**config.mk**
```make
export PLATFORM = sky130hd
export DESIGN_NAME = capt_unit
export DESIGN_NICKNAME = d
export VERILOG_FILES = /design/src/rtl/capt_pkg.sv /design/src/rtl/capt_sync.sv /design/src/rtl/capt_event.sv /design/src/rtl/capt_unit.sv
export SDC_FILE = /design/constraint.sdc
export NUM_CORES = 1
export LEC_CHECK = 0
export ABC_AREA = 1
export BUFFER_PORTS_ARGS = -buffer_cell sky130_fd_sc_hd__buf_2
export CORE_AREA = 5 5 66 92
export DETAILED_ROUTE_END_ITERATION = 12
export DIE_AREA = 0 0 71 97
export SLEW_MARGIN = 40
export SYNTH_ARGS = -nofsm -noshare
export SYNTH_HDL_FRONTEND = slang
export SYNTH_SLANG_ARGS = --single-unit
```
**constraint.sdc**
```tcl
create_clock -name clk -period 1.15 [get_ports clk]
set_clock_uncertainty 0.05 [all_clocks]
set_input_delay 0.23 -clock clk [delete_from_list [all_inputs] [get_ports clk]]
set_output_delay 0.23 -clock clk [all_outputs]
set_load 0.02 [all_outputs]
```
**src/rtl/capt_pkg.sv**
```systemverilog
package capt_pkg;
    localparam int MODE_W   = 4;
    localparam int PRE_MAX  = 16;
    localparam int CNT_W    = $clog2(PRE_MAX);

    localparam logic [1:0] CAP_GROUP = 2'b01;

    typedef enum logic [1:0] {
        SEL_FALL  = 2'b00,
        SEL_RISE  = 2'b01,
        SEL_RISE4 = 2'b10,
        SEL_RISE16 = 2'b11
    } edge_sel_e;

    function automatic logic [CNT_W-1:0] pre_limit(input edge_sel_e sel);
        case (sel)
            SEL_RISE4:  pre_limit = CNT_W'(4 - 1);
            SEL_RISE16: pre_limit = CNT_W'(PRE_MAX - 1);
            default:    pre_limit = '0;
        endcase
    endfunction

    function automatic logic is_capture(input logic [MODE_W-1:0] m);
        is_capture = (m[MODE_W-1:MODE_W-2] == CAP_GROUP);
    endfunction
endpackage

```
**src/rtl/capt_sync.sv**
```systemverilog
module capt_sync #(
    parameter int STAGES = 2
) (
    input  logic clk,
    input  logic rst_n,
    input  logic async_i,
    output logic sync_o
);
    logic [STAGES-1:0] chain_d, chain_q;

    generate
        if (STAGES == 1) begin : g_one
            always_comb chain_d = async_i;
        end else begin : g_many
            always_comb chain_d = {chain_q[STAGES-2:0], async_i};
        end
    endgenerate

    always_ff @(posedge clk) begin
        if (!rst_n) chain_q <= '0;
        else        chain_q <= chain_d;
    end

    assign sync_o = chain_q[STAGES-1];
endmodule

```
**src/rtl/capt_event.sv**
```systemverilog
module capt_event
    import capt_pkg::*;
(
    input  logic              clk,
    input  logic              rst_n,
    input  logic              sync_i,
    input  logic [MODE_W-1:0] mode_i,
    input  logic              mode_wr_i,
    output logic              fire_o
);
    typedef struct packed {
        logic             prev;
        logic [CNT_W-1:0] cnt;
    } ev_state_t;

    ev_state_t st_d, st_q;
    logic      active, rise, fall;
    edge_sel_e sel;

    always_comb begin
        active = is_capture(mode_i);
        sel    = edge_sel_e'(mode_i[1:0]);
        rise   = sync_i & ~st_q.prev;
        fall   = ~sync_i & st_q.prev;
        fire_o = 1'b0;
        st_d   = st_q;

        st_d.prev = active ? sync_i : 1'b0;

        if (active) begin
            if (sel == SEL_FALL) begin
                fire_o = fall;
            end else if (rise) begin
                fire_o = (st_q.cnt == pre_limit(sel));
                st_d.cnt = fire_o ? '0 : st_q.cnt + 1'b1;
            end
        end

        if (mode_wr_i || !active) begin
            st_d.cnt = '0;
        end
    end

    always_ff @(posedge clk) begin
        if (!rst_n) st_q <= '0;
        else        st_q <= st_d;
    end


    cnt_restart_chk: assert property (@(posedge clk) disable iff (!rst_n)
        mode_wr_i |=> (st_q.cnt == '0));
endmodule

```
**src/rtl/capt_unit.sv**
```systemverilog
module capt_unit
    import capt_pkg::*;
#(
    parameter int TMR_W       = 16,
    parameter int SYNC_STAGES = 2
) (
    input  logic              clk,
    input  logic              rst_n,
    input  logic [TMR_W-1:0]  tmr_val,
    input  logic              pin_in,
    input  logic              mode_wr_en,
    input  logic [MODE_W-1:0] mode_wr_data,
    input  logic              cap_rd_en,
    output logic [TMR_W-1:0]  cap_rd_data,
    output logic              irq_flag,
    input  logic              irq_clr
);
    typedef struct packed {
        logic [MODE_W-1:0] mode;
        logic [TMR_W-1:0]  cap;
        logic [TMR_W-1:0]  rd;
        logic              flag;
    } unit_state_t;

    unit_state_t st_d, st_q;
    logic        pin_sync;
    logic        cap_fire;

    capt_sync #(.STAGES(SYNC_STAGES)) u_sync (
        .clk     (clk),
        .rst_n   (rst_n),
        .async_i (pin_in),
        .sync_o  (pin_sync)
    );

    capt_event u_event (
        .clk       (clk),
        .rst_n     (rst_n),
        .sync_i    (pin_sync),
        .mode_i    (st_q.mode),
        .mode_wr_i (mode_wr_en),
        .fire_o    (cap_fire)
    );

    always_comb begin
        st_d = st_q;
        if (mode_wr_en) st_d.mode = mode_wr_data;
        if (cap_fire)   st_d.cap  = tmr_val;
        if (cap_rd_en)  st_d.rd   = st_q.cap;
        if (cap_fire)     st_d.flag = 1'b1;
        else if (irq_clr) st_d.flag = 1'b0;
    end

    always_ff @(posedge clk) begin
        if (!rst_n) st_q <= '0;
        else        st_q <= st_d;
    end

    assign cap_rd_data = st_q.rd;
    assign irq_flag    = st_q.flag;


    cap_value_chk: assert property (@(posedge clk) disable iff (!rst_n)
        cap_fire |=> (st_q.cap == $past(tmr_val)));


    cap_only_on_fire_chk: assert property (@(posedge clk) disable iff (!rst_n)
        !$stable(st_q.cap) |-> $past(cap_fire));


    flag_rise_chk: assert property (@(posedge clk) disable iff (!rst_n)
        $rose(irq_flag) |-> $past(cap_fire));


    flag_clear_chk: assert property (@(posedge clk) disable iff (!rst_n)
        (irq_clr && !cap_fire) |=> !irq_flag);


    fire_beats_clr_chk: assert property (@(posedge clk) disable iff (!rst_n)
        (cap_fire && irq_clr) |=> irq_flag);
endmodule

```
[Word-level counts from Yosys, hierarchy flattened]
Cells that the tools add are included.
W data, S select, Z words.
Storage, ports and cells
  register bits: 44
  input port bits: 26
  output and inout bits: 17
Cells by class
  add/subtract/negate cells: 1
  eq/ne operators: 4
  multiplexer cells: 10
  bitwise logic cells: 6
  reduce and logical (&&, ||, !) cells: 7
Operators with widths (count)
  $mux W4: 4
  $pmux W4 S2: 1
  $mux W1: 5
  $add A4 B1 Y4 const B: 1
  $eq A2 B2 Y1 const B: 2
  $eq A4 B4 Y1: 1
  $not A1 Y1: 4
  $reduce_and A3 Y1: 1
  $and A1 B1 Y1: 2
  $eq A2 B1 Y1 const B: 1
  $logic_not A2 Y1: 1
  $reduce_and A2 Y1: 1
  $reduce_bool A2 Y1: 1
  $reduce_or A2 Y1: 1
  $logic_not A1 Y1: 1
  $logic_or A1 B1 Y1: 1

[Depth between registers and ports, before layout]
Gate-level depths: netlist of run 1.
  word-level depth: 10
  depth in mapped cells: 10
  depth with buffers taken out: 10

[By module]
A second synthesis of run 1 with hierarchy kept.
Second synthesis, totals
  cell total of the unflattened synthesis: 242
  area total of the unflattened synthesis: 1831.8 um^2
By module, submodules not included
  capt_unit: instances 1, cells an instance 176, area each 1400.1 um^2, seq. area each 740.7 um^2
  capt_event: instances 1, cells an instance 60, area each 376.6 um^2, seq. area each 100.1 um^2
  capt_sync: instances 1, cells an instance 6, area each 55.1 um^2, seq. area each 40.0 um^2

[Worst setup path after synthesis of run 1]
No wires, ideal clock.
  path type: reg2reg
  start point: register st_q[34] (netlist bit)
  end point: register st_q[22] (netlist bit)
  library setup time: 111 ps
  data arrival time: 1106 ps
  required time: 989 ps
  slack: -117 ps
  stages on the path, launching flop included: 11
  path buffers: 1
  period minus slack after synthesis: 1267 ps
  path through: dfxtp_1 > nand2_1 > clkinv_1 > nand2_2 > nand2_2 > nand3_2 > nand2_2 > nand2_4 > buf_12 > nor2_4 > nor2_2
Between the ends
  word-level cells in the longest chain between the ends: 9
  elaborated cells between the ends (all ways): 11
  classes of those cells: 3 x eq/ne; 7 x mux; 1 x reduce/logical
Ends and longest elaborated chain
  from (decl): RTL line capt_unit.sv:25  | unit_state_t st_d, st_q;
  from (signal assigned): RTL line capt_unit.sv:56  | else st_q <= st_d;
  $eq A2 B2 Y1: RTL line capt_pkg.sv:16  | case (sel)
  $pmux W4 S2: RTL line capt_pkg.sv:16
  $mux W4: RTL line capt_event.sv:33  | end else if (rise) begin
  $mux W4: RTL line capt_event.sv:31  | if (sel == SEL_FALL) begin
  $mux W4: RTL line capt_event.sv:30  | if (active) begin
  $eq A4 B4 Y1: RTL line capt_event.sv:34  | fire_o = (st_q.cnt == pre_limit(sel));
  $mux W1: RTL line capt_event.sv:33
  $mux W1 *: RTL line capt_event.sv:31
  $mux W1 *: RTL line capt_event.sv:30
Every way passes the cells marked *; elsewhere a longest branch is shown, timed or not. The select of a mux whose other input is x is not followed.
A chain may end at the register's enable or synchronous reset.

[Final worst setup path of run 1]
  start point: register st_q[34] (netlist bit)
  end point: register st_q[30] (netlist bit)
The elaborated chain is that of the path after synthesis.

==> impl_metrics.tcl, run 1 <==
set metrics [dict create \
    mappedNetlistNets 280 \
    numPortBuffers 42 \
    cts.path.max_buffers 2 \
    synth.yosys.seq_area_share_pct 45.0 \
    dieArea_mm2 0.00689 \
    placementRows 31 \
    timing.final.crit_period_ns 1.37 \
    clk_latency_ns 0.30 \
    post_route_cells_drive_above_1_share_pct 40.2 \
    p_total_w 0.00321 \
    synth.yosys.warnings 0 \
    max-vdd-ir-drop_v 0.000688 \
    slew_violations 0 \
    synthesis.area_mm2 0.00196 \
    syn_avg_cell_area_um2 7.73 \
    drt-total-wl_mm 4.66 \
    worst-path-max-fanout 8 \
    timing.max_cap.violations 0 \
    fin_crit_share_pct 119 \
    timing.hold.ws_ns 0.0727 \
    path_clk_slew_ns 0.08 \
    internal_power_w 0.00243 \
    timing.fmax_mhz 732 \
    wire_per_inst_um 12.7 \
    layout.cells.most_common_list "42 x sky130_fd_sc_hd__buf_2, 37 x sky130_fd_sc_hd__dfxtp_1, 29 x sky130_fd_sc_hd__nor2_1, 28 x sky130_fd_sc_hd__inv_1, 27 x sky130_fd_sc_hd__nand2_1" \
    violations_in_the_final_reports "negative setup slack" \
    timing.max_slew.rel_slack_pct 75.9 \
    leakage_nw 1.23 \
    detailedRoute.firstIterationViolations 47 \
    setup_viol_count_final 21 \
    switching_power_w 0.000782 \
    outcome "finished, violations left" \
    initial_utilization_pct 38.2 \
    comb_power_share_pct 11.3 \
    boundaryPins 43 \
    element_type_at_the_critical_path_start "flip-flop" \
    syn_to_final_growth_pct 32.4 \
    cts_htree_levels 2 \
    hold_violations 0 \
    setup_ws_ns -0.217 \
    grt.total_usage_pct 13.8 \
    grt_start_max_net_pins 40 \
    tritoncts.num_buffers 5 \
    grt_first_pass_wirelength_mm 7.60 \
    fp.dieH_um 97 \
    p_per_area_mw_per_mm2 1240 \
    nNetsFinal 327 \
    tritoncts "yes" \
    design.core.area_mm2 0.00512 \
    sw_frac_of_total_pct 24.4 \
    synth_seq_cells 44 \
    layout_commonest_cell "sky130_fd_sc_hd__buf_2" \
    hpwlAfterDp_mm 2.86 \
    share_seq_of_total_power_pct 49.9 \
    syn_inst 253 \
    ant_nets 0 \
    timing_worst_slew_pin_value_ns 0.361 \
    drt-vias-per-instance 4.55 \
    worst-setup-path-type "reg2reg" \
    antenna-diode-count 0 \
    utilization_after_layout_pct 50.6 \
    dr_total_vias 1669 \
    grt_antenna_before_repair 0 \
    finalWeightedCongestion 0.760 \
    router_iterations_before_antenna_repair 4 \
    grt_pass1_vias 1606 \
    tritoncts_num_sinks 44 \
    drt_drc_violations_left 0 \
    grt_overflow 0 \
    worst_setup_path_end_kind "flip-flop" \
    unrepaired_setup_endpoints_after_global_routing "yes" \
    cp_data_arrival_time_ns 1.52 \
    critical_path_required_ns 1.30 \
    fp.dieW_um 71 \
    cts.root.buffer_cell "sky130_fd_sc_hd__clkbuf_8" \
    power.share.clock_pct 38.9 \
    synth.lib_cells_used.distinct 26 \
    hp-class "in2reg" \
]
## synthesized netlist by cell type, drive strengths merged
cell,count,area [µm²]
o21ai,21,105
clkbuf,7,26.3
nor2,48,239
nand2,37,156
buf,19,156
a21oi,18,90.1
ha,1,12.5
xor2,2,17.5
nand4,2,33.8
clkinv,1,3.75
a211oi,1,7.51
nor3,2,10.0
dfxtp,44,881
nand3,19,100
inv,31,116
## power groups by stage
stage,clock network [W],logic [W],registers [W]
after floorplan,0,0.000204,0.00163
after detailed placement,0,0.000291,0.00163
after CTS,0.00128,0.000339,0.00160
after global placement,0,0.000291,0.00163
final,0.00125,0.000361,0.00160
after global routing,0.00135,0.000400,0.00161
## state kept, by name, indices dropped and copies added (netlist names)
name            count
u_sync.chain_q      2
u_event.st_q        5
st_q               20
cap_rd_data        16
irq_flag            1
## metrics by stage
| step | setup slack, ns | setup TNS [ns] | instances | area, µm² |
|---|---|---|---|---|
| 6_report | -0.217 | -3.79 | 367 | 2590 |
| 5_1_grt | -0.291 | -5.21 | 367 | 2590 |
| 4_1_cts | -0.143 | -2.48 | 363 | 2470 |
| 3_5_place_dp | -0.169 | -2.63 | 349 | 2200 |
| 3_3_place_gp | -0.141 | -2.18 | 349 | 2200 |
| 2_1_floorplan | -0.0723 | -0.721 | 253 | 1960 |
## metal layers
metal | vias up | part of all wire [%] | GRT usage [%]
met1 | 751 | 42 | 16.2
met4 | 0 | 2.0 | 5.64
met5 | - | 0 | 0
li1 | 877 | - | -
met3 | 6 | 4.4 | 2.59
met2 | 35 | 52 | 24.2
## kinds of logic after synthesis
family,synth area share (%)
xor gates and xnor gates,0.896
DFF,45.0
AOI/OAI and AO/OA,10.4
adders and majority gates,0.640
buffers and inverters,15.5
and+or+nand+nor,27.6
## what timing repair did
| item | 4_1_cts | 5_1_grt |
|---|---|---|
| pin swaps | 1 | 5 |
| gates resized for setup | 17 | 20 |
| buffers inserted | 4 | 3 |
| hold buffers | 0 | 0 |
| endpoints found under the setup margin | 21 | 21 |
| cloned | 2 | 1 |
## worst max-delay path, stage by stage (launching register included)
cell and delay [ns]:
sky130_fd_sc_hd__dfxtp_4 0.38, sky130_fd_sc_hd__nor2_2 0.13, sky130_fd_sc_hd__nand2_2 0.08, sky130_fd_sc_hd__nand2_4 0.12, sky130_fd_sc_hd__nand3_4 0.12, sky130_fd_sc_hd__nand2_8 0.14
sky130_fd_sc_hd__nand2_8 0.11, sky130_fd_sc_hd__nor2_2 0.09, sky130_fd_sc_hd__nor2_1 0.04
## layout make-up
class,instances,area (µm²)
well taps,66,82.6
clock inverters,2,38.8
multi-input cells,154,948
fillers,538,2530
clock buffers,6,82.6
flip-flops and latches,44,892
repair buffers,63,422
inverters,32,123
## final timing paths
kind                           from                end  slack (ns)  cells after the start
setup / recovery           st_q[34]           st_q[30]       -0.22                      8
hold / removal               pin_in  u_sync.chain_q[0]        0.07                      3
setup reg to reg           st_q[34]           st_q[30]       -0.22                      8
hold reg to reg   u_sync.chain_q[0]  u_sync.chain_q[1]        0.36                      2
(Power assumes the default switching activity.)
==> run 2, diff against run 1 <==
--- a/config.mk
+++ b/config.mk
@@ -10,6 +10,7 @@
 export CORE_AREA = 5 5 66 92
 export DETAILED_ROUTE_END_ITERATION = 12
 export DIE_AREA = 0 0 71 97
+export RECOVER_POWER = 25
 export SLEW_MARGIN = 40
 export SYNTH_ARGS = -nofsm -noshare
 export SYNTH_HDL_FRONTEND = slang
==> run 2 against run 1 <==
  * The flow still finishes with violations (negative setup slack)
  * Core utilization is essentially flat
  * Maximum frequency is the same
  * Via count is the same
  * Combinational power is essentially flat
  * Count of clock-buffer cells in the layout is the same
  * Final cell count is the same
  * Clock power is essentially flat
  * Critical path type unchanged
  * Largest cell class unchanged
==> impl_metrics.tcl, run 2 (synthesis results as in run 1) <==
set metrics [dict create \
    tritoncts.num_buffers 5 \
    violations_in_the_final_reports "negative setup slack" \
    internal_power_w 0.00243 \
    hp-class "in2reg" \
    grt.total_usage_pct 13.8 \
    nNetsFinal 327 \
    timing_worst_slew_pin_value_ns 0.361 \
    cts_htree_levels 2 \
    timing.setup.tns_ns -3.79 \
    worst_setup_path_end_kind "flip-flop" \
    hpwlAfterDp_mm 2.86 \
    worst-setup-path-type "reg2reg" \
    design.core.area_mm2 0.00512 \
    flip_flop_count_of_the_largest_register_after_layout 20 \
    share_seq_of_total_power_pct 49.9 \
    fp.dieW_um 71 \
    layout_commonest_cell "sky130_fd_sc_hd__buf_2" \
    detailedRoute.firstIterationViolations 47 \
    setup_ws_ns -0.217 \
    boundaryPins 43 \
    cts.root.buffer_cell "sky130_fd_sc_hd__clkbuf_8" \
    drt-vias-per-instance 4.55 \
    cts_hold_repair.buffers 0 \
    element_type_at_the_critical_path_start "flip-flop" \
    max-vdd-ir-drop_v 0.000688 \
    timing.hold.ws_ns 0.0727 \
    p_total_w 0.00321 \
    wire_per_inst_um 12.7 \
    numPortBuffers 42 \
    slew_violations 0 \
    drt_drc_violations_left 0 \
    leakage_nw 1.22 \
    hold_violations 0 \
    p_per_area_mw_per_mm2 1240 \
    critical_path_required_ns 1.30 \
    timing.max_slew.rel_slack_pct 75.9 \
    dr_total_vias 1669 \
    finalWeightedCongestion 0.760 \
    antenna-diode-count 0 \
    cts.path.max_buffers 2 \
    clk_latency_ns 0.30 \
    grt_overflow 0 \
    post_route_cells_drive_above_1_share_pct 39.9 \
    tritoncts_num_sinks 44 \
    sw_frac_of_total_pct 24.4 \
    placementRows 31 \
    cp_data_arrival_time_ns 1.52 \
    initial_utilization_pct 38.2 \
    fin_crit_share_pct 119 \
    setup_viol_count_final 21 \
    grt_pass1_vias 1606 \
    drt-total-wl_mm 4.66 \
    dieArea_mm2 0.00689 \
    grt_antenna_before_repair 0 \
    power.share.clock_pct 38.9 \
    outcome "finished, violations left" \
    comb_power_share_pct 11.2 \
    timing.max_cap.violations 0 \
    largest_register "st_q" \
    grt_start_max_net_pins 40 \
    timing.fmax_mhz 732 \
    switching_power_w 0.000782 \
    syn_to_final_growth_pct 32.3 \
    grt_first_pass_wirelength_mm 7.60 \
    worst-path-max-fanout 8 \
    path_clk_slew_ns 0.08 \
    timing.final.crit_period_ns 1.37 \
    worst-r2r-setup-slack_ns -0.22 \
    layout.cells.most_common_list "41 x sky130_fd_sc_hd__buf_2, 37 x sky130_fd_sc_hd__dfxtp_1, 29 x sky130_fd_sc_hd__nor2_1, 28 x sky130_fd_sc_hd__inv_1, 27 x sky130_fd_sc_hd__nand2_1" \
    ant_nets 0 \
    fp.dieH_um 97 \
    unrepaired_setup_endpoints_after_global_routing "yes" \
    router_iterations_before_antenna_repair 4 \
    tritoncts "yes" \
]
run 2: cell types whose count changed in the layout (fill, tap and decap cells not counted):
cell                       previous run  this run
sky130_fd_sc_hd__buf_2               42        41
sky130_fd_sc_hd__clkbuf_1             0         1
run 2: power groups by stage:
stage / registers (W) / clock network (W) / logic (W)
2_1_floorplan: 0.00163 / 0 / 0.000204
3_3_place_gp: 0.00163 / 0 / 0.000291
3_5_place_dp: 0.00163 / 0 / 0.000291
4_1_cts: 0.00160 / 0.00128 / 0.000339
5_1_grt: 0.00161 / 0.00135 / 0.000399
6_report: 0.00160 / 0.00125 / 0.000361
run 2: through the flow:
stage	utilization, %	instances	cell area (µm²)	setup slack (ns)
after floorplan	-	253	1960	-0.0723
after global placement	43.0	349	2200	-0.141
after detailed placement	43.0	349	2200	-0.169
after CTS	48.3	363	2470	-0.143
after global routing	50.5	367	2590	-0.291
final	50.5	367	2590	-0.217
run 2: layer usage:
| layer | wire (µm) | GRT usage [%] |
|---|---|---|
| met1 | 1950 | 16.2 |
| met2 | 2410 | 24.2 |
| met3 | 205 | 2.59 |
| met4 | 91 | 5.64 |
| met5 | 0 | 0 |
run 2: area by class of cell:
type                    count  area (µm²)
repair buffers             63         420
flip-flops and latches     44         892
fillers                   539        2530
inverters                  32         123
well taps                  66        82.6
clock inverters             2        38.8
multi-input cells         154         948
clock buffers               6        82.6
run 2: repair_timing:
action                                  CTS  global route
hold endpoints to repair                  0             0
gates cloned                              2             1
setup buffers                             4             3
endpoints found under the setup margin   21            21
resized for setup                        17            20
pin swaps                                 1             5
run 2: final timing paths:
kind / start / endpoint / depth (start not counted)
max: st_q[34] / st_q[30] / 8
min: pin_in / u_sync.chain_q[0] / 3
max reg2reg: st_q[34] / st_q[30] / 8
min reg2reg: u_sync.chain_q[0] / u_sync.chain_q[1] / 2
run 2: critical path: stages, from the launching register on:
cell and delay (ns):
sky130_fd_sc_hd__dfxtp_4 0.38, sky130_fd_sc_hd__nor2_2 0.13, sky130_fd_sc_hd__nand2_2 0.08, sky130_fd_sc_hd__nand2_4 0.12, sky130_fd_sc_hd__nand3_4 0.12, sky130_fd_sc_hd__nand2_8 0.14
sky130_fd_sc_hd__nand2_8 0.11, sky130_fd_sc_hd__nor2_2 0.09, sky130_fd_sc_hd__nor2_1 0.04
